## config.mk

```make
export PLATFORM = sky130hd
export DESIGN_NAME = uatx_top
export DESIGN_NICKNAME = d
export VERILOG_FILES = /design/src/rtl/uatx_pkg.sv /design/src/rtl/uatx_fifo.sv /design/src/rtl/uatx_baud.sv /design/src/rtl/uatx_framer.sv /design/src/rtl/uatx_top.sv
export SDC_FILE = /design/constraint.sdc
export NUM_CORES = 1
export LEC_CHECK = 0
export BUFFER_PORTS_ARGS = -buffer_cell sky130_fd_sc_hd__buf_2
export CELL_PAD_IN_SITES_DETAIL_PLACEMENT = 1
export CELL_PAD_IN_SITES_GLOBAL_PLACEMENT = 2
export CORE_UTILIZATION = 30
export CTS_CLUSTER_DIAMETER = 60
export DETAILED_ROUTE_END_ITERATION = 10
export GPL_TIMING_DRIVEN = 0
export PLACE_DENSITY = 0.62
export SLEW_MARGIN = 20
export SYNTH_ARGS = -nofsm -noshare
export SYNTH_HDL_FRONTEND = slang
export SYNTH_SLANG_ARGS = --single-unit
```

## constraint.sdc

```tcl
create_clock -name clk -period 4.2 [get_ports clk]
set_input_delay 0.21 -clock clk [delete_from_list [all_inputs] [get_ports clk]]
set_output_delay 0.21 -clock clk [all_outputs]
set_load 0.02 [all_outputs]
```

## src/rtl/uatx_pkg.sv

```systemverilog
package uatx_pkg;
   localparam int DATA_W  = 8;
   localparam int FRAME_W = 12;

   localparam logic [2:0] A_DATA = 3'd0;
   localparam logic [2:0] A_LCTL = 3'd1;
   localparam logic [2:0] A_DLO  = 3'd2;
   localparam logic [2:0] A_DMID = 3'd3;
   localparam logic [2:0] A_CTRL = 3'd4;

   typedef struct packed {
      logic [1:0] wlen;
      logic       fifo_en;
      logic       two_stop;
      logic       par_even;
      logic       par_en;
      logic       brk;
   } line_ctl_t;
endpackage

```

## src/rtl/uatx_fifo.sv

```systemverilog
module uatx_fifo #(
   parameter int DEPTH = 16,
   parameter int W     = 8,
   localparam int AW   = $clog2(DEPTH),
   localparam int CW   = $clog2(DEPTH + 1)
) (
   input  logic          clk,
   input  logic          rst_n,
   input  logic          push,
   input  logic [W-1:0]  wdata,
   input  logic          pop,
   input  logic          deep,
   output logic [W-1:0]  rdata,
   output logic          empty,
   output logic          full,
   output logic [CW-1:0] count
);
   logic [W-1:0]  mem [DEPTH];
   logic [AW-1:0] wptr, rptr, wnext, rnext;
   logic          do_push, do_pop;

   generate
      if (DEPTH < 2) begin : g_bad_depth
         $error("uatx_fifo: DEPTH must be at least 2");
      end
      if ((DEPTH & (DEPTH - 1)) == 0) begin : g_pow2
         assign wnext = wptr + 1'b1;
         assign rnext = rptr + 1'b1;
      end else begin : g_wrap
         assign wnext = (wptr == AW'(DEPTH - 1)) ? '0 : wptr + 1'b1;
         assign rnext = (rptr == AW'(DEPTH - 1)) ? '0 : rptr + 1'b1;
      end
   endgenerate

   assign empty   = (count == '0);
   assign full    = deep ? (count == CW'(DEPTH)) : !empty;
   assign do_push = push && !full;
   assign do_pop  = pop && !empty;
   assign rdata   = mem[rptr];

   always_ff @(posedge clk) begin
      if (do_push) mem[wptr] <= wdata;
   end

   always_ff @(posedge clk or negedge rst_n) begin
      if (!rst_n) begin
         wptr  <= '0;
         rptr  <= '0;
         count <= '0;
      end else begin
         if (do_push) wptr <= wnext;
         if (do_pop)  rptr <= rnext;
         case ({do_push, do_pop})
            2'b10:   count <= count + 1'b1;
            2'b01:   count <= count - 1'b1;
            default: count <= count;
         endcase
      end
   end
endmodule

```

## src/rtl/uatx_baud.sv

```systemverilog
module uatx_baud #(
   parameter int DIV_W = 12,
   localparam int CNT_W = DIV_W + 4
) (
   input  logic             clk,
   input  logic             rst_n,
   input  logic             run,
   input  logic             restart,
   input  logic [DIV_W-1:0] div,
   output logic             tick
);
   logic [CNT_W-1:0] cnt;
   logic [CNT_W-1:0] lim;

   assign lim  = {div, 4'hF};
   assign tick = run && !restart && (cnt == lim);

   always_ff @(posedge clk or negedge rst_n) begin
      if (!rst_n)                   cnt <= '0;
      else if (!run || restart)     cnt <= '0;
      else if (cnt == lim)          cnt <= '0;
      else                          cnt <= cnt + 1'b1;
   end
endmodule

```

## src/rtl/uatx_framer.sv

```systemverilog
module uatx_framer
   import uatx_pkg::*;
(
   input  logic              clk,
   input  logic              rst_n,
   input  logic              en,
   input  line_ctl_t         lctl,
   input  logic              q_empty,
   input  logic [DATA_W-1:0] q_data,
   input  logic              tick,
   output logic              start,
   output logic              active,
   output logic              txd
);
   logic [FRAME_W-1:0] sreg, frame;
   logic [3:0]         left, len, wl;
   logic               par;

   assign start = en && !lctl.brk && !q_empty && !active;
   assign txd   = active ? sreg[0] : !lctl.brk;

   always_comb begin
      wl       = 4'd5 + {2'b00, lctl.wlen};
      frame    = '1;
      frame[0] = 1'b0;
      par      = 1'b0;
      for (int i = 0; i < DATA_W; i++) begin
         if (i < int'(wl)) begin
            frame[1 + i] = q_data[i];
            par          = par ^ q_data[i];
         end
      end
      if (lctl.par_en) frame[4'd1 + wl] = lctl.par_even ? par : !par;
      len = 4'd1 + wl + {3'b000, lctl.par_en} + (lctl.two_stop ? 4'd2 : 4'd1);
   end

   always_ff @(posedge clk or negedge rst_n) begin
      if (!rst_n) begin
         sreg   <= '1;
         left   <= '0;
         active <= 1'b0;
      end else if (!en) begin
         sreg   <= '1;
         left   <= '0;
         active <= 1'b0;
      end else if (start) begin
         sreg   <= frame;
         left   <= len;
         active <= 1'b1;
      end else if (active && tick) begin
         sreg <= {1'b1, sreg[FRAME_W-1:1]};
         left <= left - 1'b1;
         if (left == 4'd1) active <= 1'b0;
      end
   end
endmodule

```

## src/rtl/uatx_top.sv

```systemverilog
module uatx_top
   import uatx_pkg::*;
#(
   parameter int DEPTH = 16,
   parameter int DIV_W = 12,
   localparam int MID_W = DIV_W - 8,
   localparam int CW    = $clog2(DEPTH + 1)
) (
   input  logic       clk,
   input  logic       rst_n,
   input  logic       wr_en,
   input  logic [2:0] wr_addr,
   input  logic [7:0] wr_data,
   output logic       txd,
   output logic       fifo_full,
   output logic       tx_busy
);
   generate
      if (DIV_W < 9 || DIV_W > 16) begin : g_bad_div
         $error("uatx_top: DIV_W must lie in 9..16");
      end
   endgenerate

   line_ctl_t         lctl;
   logic [7:0]        div_lo;
   logic [MID_W-1:0]  div_mid;
   logic              port_en;
   logic              push, q_empty, sh_start, sh_active, tick;
   logic [DATA_W-1:0] q_data;
   logic [CW-1:0]     q_count;

   always_ff @(posedge clk or negedge rst_n) begin
      if (!rst_n) begin
         lctl    <= 7'h60;
         div_lo  <= '0;
         div_mid <= '0;
         port_en <= 1'b0;
      end else if (wr_en) begin
         case (wr_addr)
            A_LCTL:  lctl    <= wr_data[6:0];
            A_DLO:   div_lo  <= wr_data;
            A_DMID:  div_mid <= wr_data[MID_W-1:0];
            A_CTRL:  port_en <= wr_data[0];
            default: ;
         endcase
      end
   end

   assign push    = wr_en && (wr_addr == A_DATA);
   assign tx_busy = !q_empty || sh_active;

   uatx_fifo #(.DEPTH(DEPTH), .W(DATA_W)) i_fifo (
      .clk   (clk),
      .rst_n (rst_n),
      .push  (push),
      .wdata (wr_data),
      .pop   (sh_start),
      .deep  (lctl.fifo_en),
      .rdata (q_data),
      .empty (q_empty),
      .full  (fifo_full),
      .count (q_count)
   );

   uatx_baud #(.DIV_W(DIV_W)) i_baud (
      .clk     (clk),
      .rst_n   (rst_n),
      .run     (port_en),
      .restart (sh_start),
      .div     ({div_mid, div_lo}),
      .tick    (tick)
   );

   uatx_framer i_framer (
      .clk     (clk),
      .rst_n   (rst_n),
      .en      (port_en),
      .lctl    (lctl),
      .q_empty (q_empty),
      .q_data  (q_data),
      .tick    (tick),
      .start   (sh_start),
      .active  (sh_active),
      .txd     (txd)
   );
endmodule

```

### Word level (Yosys, flattened, before mapping)

Memories as Yosys holds them, arrays and structs flattened.
Cells that the tools add are included.

* register bits after elaboration: 66
* latch bits: 0
* bits in writable memories: 128
* bits in read-only memories: 0
* input bits: 14
* output and inout bits: 3
* word-level logic and storage cells: 121
* memories: 1

* add/sub/neg operators: 10
* multipliers: 0
* divide/modulo/power cells: 0
* magnitude comparators: 10
* eq/ne operators: 11
* shifts and indexed selects: 0
* multiplexer cells: 39
* bitwise operators: 7
* reductions and logical operators: 27

Memories
* i_fifo.mem: depth 16, width 8, rd ports 1, clocked after memory_dff 0, wr ports 1, RTL line uatx_fifo.sv:18 `logic [W-1:0] mem [DEPTH];`

Operators with widths (count)
* two-way mux 12 bit: 4
* two-way mux 16 bit: 2
* two-way mux 1 bit: 26
* adder 16 x 1 -> 16 bit, second input constant: 1
* == test 16 bit: 1
* less-than comparator 3 x 4 -> 1 bit, first input constant: 4
* bitwise mux 12 bit: 1
* two-way mux 4 bit: 3
* logical AND 1 bit: 10
* one-hot mux 5 bit (2 select lines): 1
* AND reduction 2 bit: 5
* adder 4 x 1 -> 4 bit, second input constant: 2
* less-than comparator 1 x 4 -> 1 bit, first input constant: 2
* less-than comparator 2 x 4 -> 1 bit, first input constant: 2
* logical NOT 1 bit: 7
* bitwise XOR 1 bit: 7
* == test 3 x 2 -> 1 bit, second input constant: 2
* inequality test 3 x 1 -> 1 bit, second input constant: 2
* adder 5 x 1 -> 5 bit, second input constant: 1
* == test 5 bit, second input constant: 1
* logical NOT 5 bit: 1
* less-than comparator 4 x 5 -> 1 bit, second input constant: 1
* subtractor 5 x 1 -> 5 bit, second input constant: 1
* adder 1 x 4 -> 4 bit, first input constant: 1
* other kinds (15): 16

### Longest topological paths before layout

* depth after elaboration: 23
* depth in mapped cells: 15
* mapped depth without buffers: 14

### Modules after synthesis

From an unflattened synthesis, not the netlist that was laid out.

* cells, all modules: 580
* area, all modules: 8844.7 um^2

By module, submodules not included
* uatx_fifo: times used 1, cells an instance 295, area each 5709.2 um^2, seq. area each 4169.0 um^2
* uatx_framer: times used 1, cells an instance 143, area each 1297.5 um^2, seq. area each 440.4 um^2
* uatx_baud: times used 1, cells an instance 94, area each 969.7 um^2, seq. area each 400.4 um^2
* uatx_top: times used 1, cells an instance 48, area each 868.3 um^2, seq. area each 503.0 um^2

### Least setup slack after synthesis

No wires, ideal clock.

* path type: register -> register
* from: register i_fifo.count[0]
* to: register i_fifo.count[4]
* library setup time: 125 ps
* arrival: 3293 ps
* required time: 4075 ps
* setup slack: 782 ps
* stages on the path, launching flop included: 15
* path buffers: 0
* clock period less this slack: 3418 ps
* cell sequence: dfrtp_1 or4_1 nor2_1 a21oi_1 nor4_1 inv_2 ha_1 inv_1 fa_1 inv_1 a21o_1 a21oi_1 xnor2_1 nor2_1 xor2_1

* word-level cells in the longest chain between the ends: 7
* elaborated cells between the ends (all ways): 15
* those cells by class: add/sub (2); eq/ne (3); mux (2); reduce/logical (8)

Ends and longest elaborated chain
* from (decl): RTL line uatx_fifo.sv:16 `output logic [CW-1:0] count`
* from (signal assigned): RTL line uatx_fifo.sv:54 `2'b10: count <= count + 1'b1;`
* from (signal assigned): RTL line uatx_fifo.sv:55 `2'b01: count <= count - 1'b1;`
* from (signal assigned): RTL line uatx_fifo.sv:56 `default: count <= count;`
* logical NOT 5 bit: RTL line uatx_fifo.sv:35 `assign empty = (count == '0);`
* logical NOT 1 bit: RTL line uatx_fifo.sv:36 `assign full = deep ? (count == CW'(DEPTH)) : !empty;`
* two-way mux 1 bit *: RTL line uatx_fifo.sv:36
* named net fifo_full: RTL line uatx_top.sv:15 `output logic fifo_full,`
* logical NOT 1 bit *: RTL line uatx_fifo.sv:37 `assign do_push = push && !full;`
* logical AND 1 bit *: RTL line uatx_fifo.sv:37
* == test 2 x 1 -> 1 bit / == test 2 bit (equally long branches): RTL line uatx_fifo.sv:53 `case ({do_push, do_pop})`
* one-hot mux 5 bit (2 select lines) / nonzero test 2 bit (equally long branches)

The timed path passes the listed nets; every way through them passes the cells marked *.
A chain may end at the register's enable or synchronous reset.

### Worst setup path in the final report

* from: register i_fifo.rptr[1]
* to: register i_framer.sreg[11]

* word-level cells in the longest chain between the ends: 22

Ends and longest elaborated chain
* from (decl): RTL line uatx_fifo.sv:19 `logic [AW-1:0] wptr, rptr, wnext, rnext;`
* from (signal assigned): RTL line uatx_fifo.sv:52 `if (do_pop) rptr <= rnext;`
* memory (16 x 8 bit) *
* two-way mux 1 bit: RTL line uatx_framer.sv:28 `if (i < int'(wl)) begin`
* bitwise XOR 1 bit: RTL line uatx_framer.sv:30 `par = par ^ q_data[i];`
* two-way mux 1 bit: RTL line uatx_framer.sv:28
* bitwise XOR 1 bit: RTL line uatx_framer.sv:30
* two-way mux 1 bit: RTL line uatx_framer.sv:28
* bitwise XOR 1 bit: RTL line uatx_framer.sv:30
* two-way mux 1 bit: RTL line uatx_framer.sv:28
* (+6 left out)
* bitwise XOR 1 bit: RTL line uatx_framer.sv:30
* two-way mux 1 bit *: RTL line uatx_framer.sv:28
* logical NOT 1 bit: RTL line uatx_framer.sv:33 `if (lctl.par_en) frame[4'd1 + wl] = lctl.par_even ? par : !par;`
* two-way mux 1 bit *: RTL line uatx_framer.sv:33
* bitwise mux 12 bit *: RTL line uatx_framer.sv:33
* two-way mux 12 bit *: RTL line uatx_framer.sv:33
* two-way mux 12 bit *: RTL line uatx_framer.sv:46 `end else if (start) begin`
* two-way mux 12 bit *: RTL line uatx_framer.sv:42 `end else if (!en) begin`
* to (signal assigned): RTL line uatx_framer.sv:47 `sreg <= frame;`
* to (signal assigned): RTL line uatx_framer.sv:51 `sreg <= {1'b1, sreg[FRAME_W-1:1]};`
* to (decl): RTL line uatx_framer.sv:15 `logic [FRAME_W-1:0] sreg, frame;`

Every way passes the cells marked *; elsewhere a longest branch is shown, timed or not.

==> impl_metrics.py <==
metrics = {
    "drt": {
        "drtAntennaViolNets": 0,
        "vias": 4763,
        "drc": 0,
        "viasPerCell": 4.80,
        "drt_iter0_drc": 325,
        "drt_pass1_iterations": 4,
        "wirelength_mm": 20.6,
        "wire_per_inst_um": 20.7,
    },
    "placement": {
        "place.gp.congestion": 0.736,
        "dp_hpwl_mm": 14.0,
        "placed_cell_area_sq_um": 9120,
        "io_buffers": 16,
    },
    "finish": {
        "drive_gt1_frac": 0.204,
        "fin_util": 0.351,
        "syn_to_final_growth_pct": 14.6,
        "diodes": 0,
        "stdcell_area_sq_um": 9770,
        "fin_nets": 633,
        "fill_cells": 2890,
    },
    "hold_path": {
        "hold_end": "i_fifo.mem[5][4]",
        "worstHoldStart": "wr_data[4]",
        "worstHoldPathType": "in -> reg",
        "min_path_cells": 1,
    },
    "timing": {
        "maxSlewHeadroom": 0.485,
        "timing.hold.ws_ns": 0.177,
        "clock_skew_ns": 0.0147,
        "finalHoldViolCount": 0,
        "rsz0062_at_grt": "false",
        "period_share": 0.891,
        "setup_tns_ns": 0,
        "worst_pin_slew_ns": 0.766,
        "min_period_ns": 3.74,
        "slew_viol_final": 0,
        "timing.fmax_mhz": 267,
        "finalSetupViolCount": 0,
    },
    "setup_path": {
        "rr_endpoint": "i_framer.sreg[11]",
        "critPathArrivalTime_ns": 4.12,
        "reg2reg_depth": 9,
        "crit_fanout": 10,
        "worst-setup-path-type": "reg -> reg",
        "timing.rr.start": "i_fifo.rptr[1]",
        "r2r_slack_ns": 0.46,
        "endpoint_kind": "register",
        "cp.required_ns": 4.57,
        "critPathLaunchType": "register",
        "startpoint": "i_fifo.rptr[1]",
    },
    "floorplanning": {
        "die_w_um": 171,
        "io_pins": 17,
        "die_height_um": 171,
        "die_area_sq_um": 29100,
        "core_sq_um": 27900,
        "rows": 61,
        "initial_core_util": 0.306,
    },
    "global_route": {
        "gr-total-overflow": 0,
        "antenna_found_initial": 0,
        "grt_pass1_wl_mm": 32.2,
        "grt_max_degree": 36,
        "track_usage": 0.153,
        "grt_pass1_vias": 5353,
    },
    "synthesis": {
        "synth_compound_area_frac": 0.0442,
        "synth-xor-area-share": 0.0483,
        "synth-simple-area-share": 0.0843,
        "synth.cell_area_sq_um": 8530,
        "synth.area.top_cells": "edfxtp_1 (45%), dfrtp_1 (15%), mux4_2 (9.2%), dfstp_2 (4.3%), xnor2_1 (3.2%)",
        "yosys.area.top_type_share": 0.451,
        "netlist_top_cells_count": "edfxtp_1 (128), dfrtp_1 (52), nand2_1 (50)",
        "synthesis.nets": 595,
        "synth_adder_area_share": 0.0290,
        "yosys_register_bits": 194,
        "synthFlopType": "edfxtp_1",
        "yosys.area.top_type": "edfxtp_1",
        "syn_inst": 563,
        "yosysMostFrequentCell": "edfxtp_1",
        "yosysUniqueCellTypes": 56,
        "muxShareOfSynthArea": 0.127,
        "synth-edff-count": 128,
        "ys_warn_count": 0,
        "yosysSeqAreaShare": 0.646,
        "synthArstFlopShare": 0.340,
        "avgSynthCellArea_sq_um": 15.1,
        "synth_top_family_by_area": "multiplexers",
    },
    "power": {
        "powerDensity_nw_per_um2": 611,
        "ir_drop_uv": 241,
        "leakagePower_uw": 0.00351,
    },
    "clock_network": {
        "numCtsBuffers": 17,
        "cts_max_path_buffers": 2,
        "post-cts-setup-buffers": 0,
        "htree_num_levels": 4,
        "cts_sinks": 194,
        "cts_tree": "built",
        "cts_resized": 0,
        "clkTransAtPathRegs_ns": 0.08,
        "worstSkewPairLatency_ns": 0.44,
        "cts-root-buf": "clkbuf_16",
    },
    "flow_run": {
        "drv_cap": 0,
    },
    "run_status": {
        "status": "complete, no violations",
    },
}
## through the flow
| stage | power (uW) | std cells | setup WS, ns |
|---|---|---|---|
| after floorplan | 3760 | 563 | 0.782 |
| after global placement | 4270 | 957 | -0.287 |
| after detailed placement | 4330 | 959 | 0.421 |
| after CTS | 6050 | 992 | 0.401 |
| after global routing | 6290 | 992 | 0.186 |
| final | 5970 | 992 | 0.456 |
## area by class of cell
| class | count | area [sq um] | area share |
|---|---|---|---|
| Buffer | 21 | 114 | 0.0117 |
| Timing Repair Buffer | 19 | 118 | 0.0120 |
| Clock inverter | 15 | 216 | 0.0221 |
| Clock buffer | 17 | 425 | 0.0435 |
| Inverter | 18 | 67.6 | 0.00691 |
| Tap cell | 378 | 473 | 0.0484 |
| Sequential cell | 194 | 5510 | 0.564 |
| Multi-Input combinational cell | 330 | 2850 | 0.291 |
## kinds of logic (layout without fill, tap and decap cells)
family / Yosys count / count (layout)
flip-flops: 194 / 194
AND/OR/NAND/NOR: 148 / 148
multiplexers: 62 / 62
AO/OA/AOI/OAI: 55 / 55
XOR/XNOR: 47 / 47
buffers and inverters: 39 / 90
adder cells (fa/ha/maj): 18 / 18
## layer usage
metal / vias to the layer above / share of wire / track usage
met1: 2500 / 0.48 / 0.206
met5: - / 0 / 0
li1: 2179 / - / -
met2: 63 / 0.49 / 0.247
met4: 0 / 0.021 / 0.0607
met3: 21 / 0.018 / 0.0241
## cells in the final DEF (no fill, tap or decap), types with 17 or more instances in the layout
cell,instances
mux2_2,17
nand2_1,50
mux4_2,35
nor2_1,33
xnor2_1,31
edfxtp_1,128
buf_2,17
dfrtp_1,52
clkbuf_16,17
and2_1,19
## critical path, cell delays in order (launching register included)
cell	delay [ns]
dfrtp_1	0.35
clkbuf_1	0.51
clkbuf_1	0.63
mux4_2	0.51
xnor2_1	0.18
or3_1	0.33
and3_1	0.19
o211a_1	0.25
or4b_1	0.53
o32a_1	0.19
## how the worst max path moves through the flow
| stage | end | slack (ns) |
|---|---|---|
| 6_report | i_framer.sreg[11] | 0.46 |
| 5_1_grt | i_fifo.count[4] | 0.19 |
| 4_1_cts | i_fifo.count[4] | 0.40 |
| 3_5_place_dp | i_fifo.count[4] | 0.42 |
| 3_3_place_gp | i_fifo.count[4] | -0.29 |
| 2_1_floorplan | i_fifo.count[4] | 0.78 |
## where the power goes
part / leakage, uW / internal (uW) / switching, uW
clock network: 0.000306 / 835 / 872
registers: 0.00196 / 2240 / 142
logic: 0.00125 / 841 / 1030
total: 0.00351 / 3920 / 2050
## timing repair
item,CTS,global route
hold buffers,1,0
setup endpoints to repair,0,0
endpoints found under the hold margin,23,0
## registers in the layout (all words and copies together) (netlist names), 4 cells and up
register,count
div_lo,8
div_mid,4
i_baud.cnt,16
i_fifo.count,5
i_fifo.mem,128
i_fifo.rptr,4
i_fifo.wptr,4
i_framer.left,4
i_framer.sreg,12
lctl,7
(Power assumes the default switching activity.)
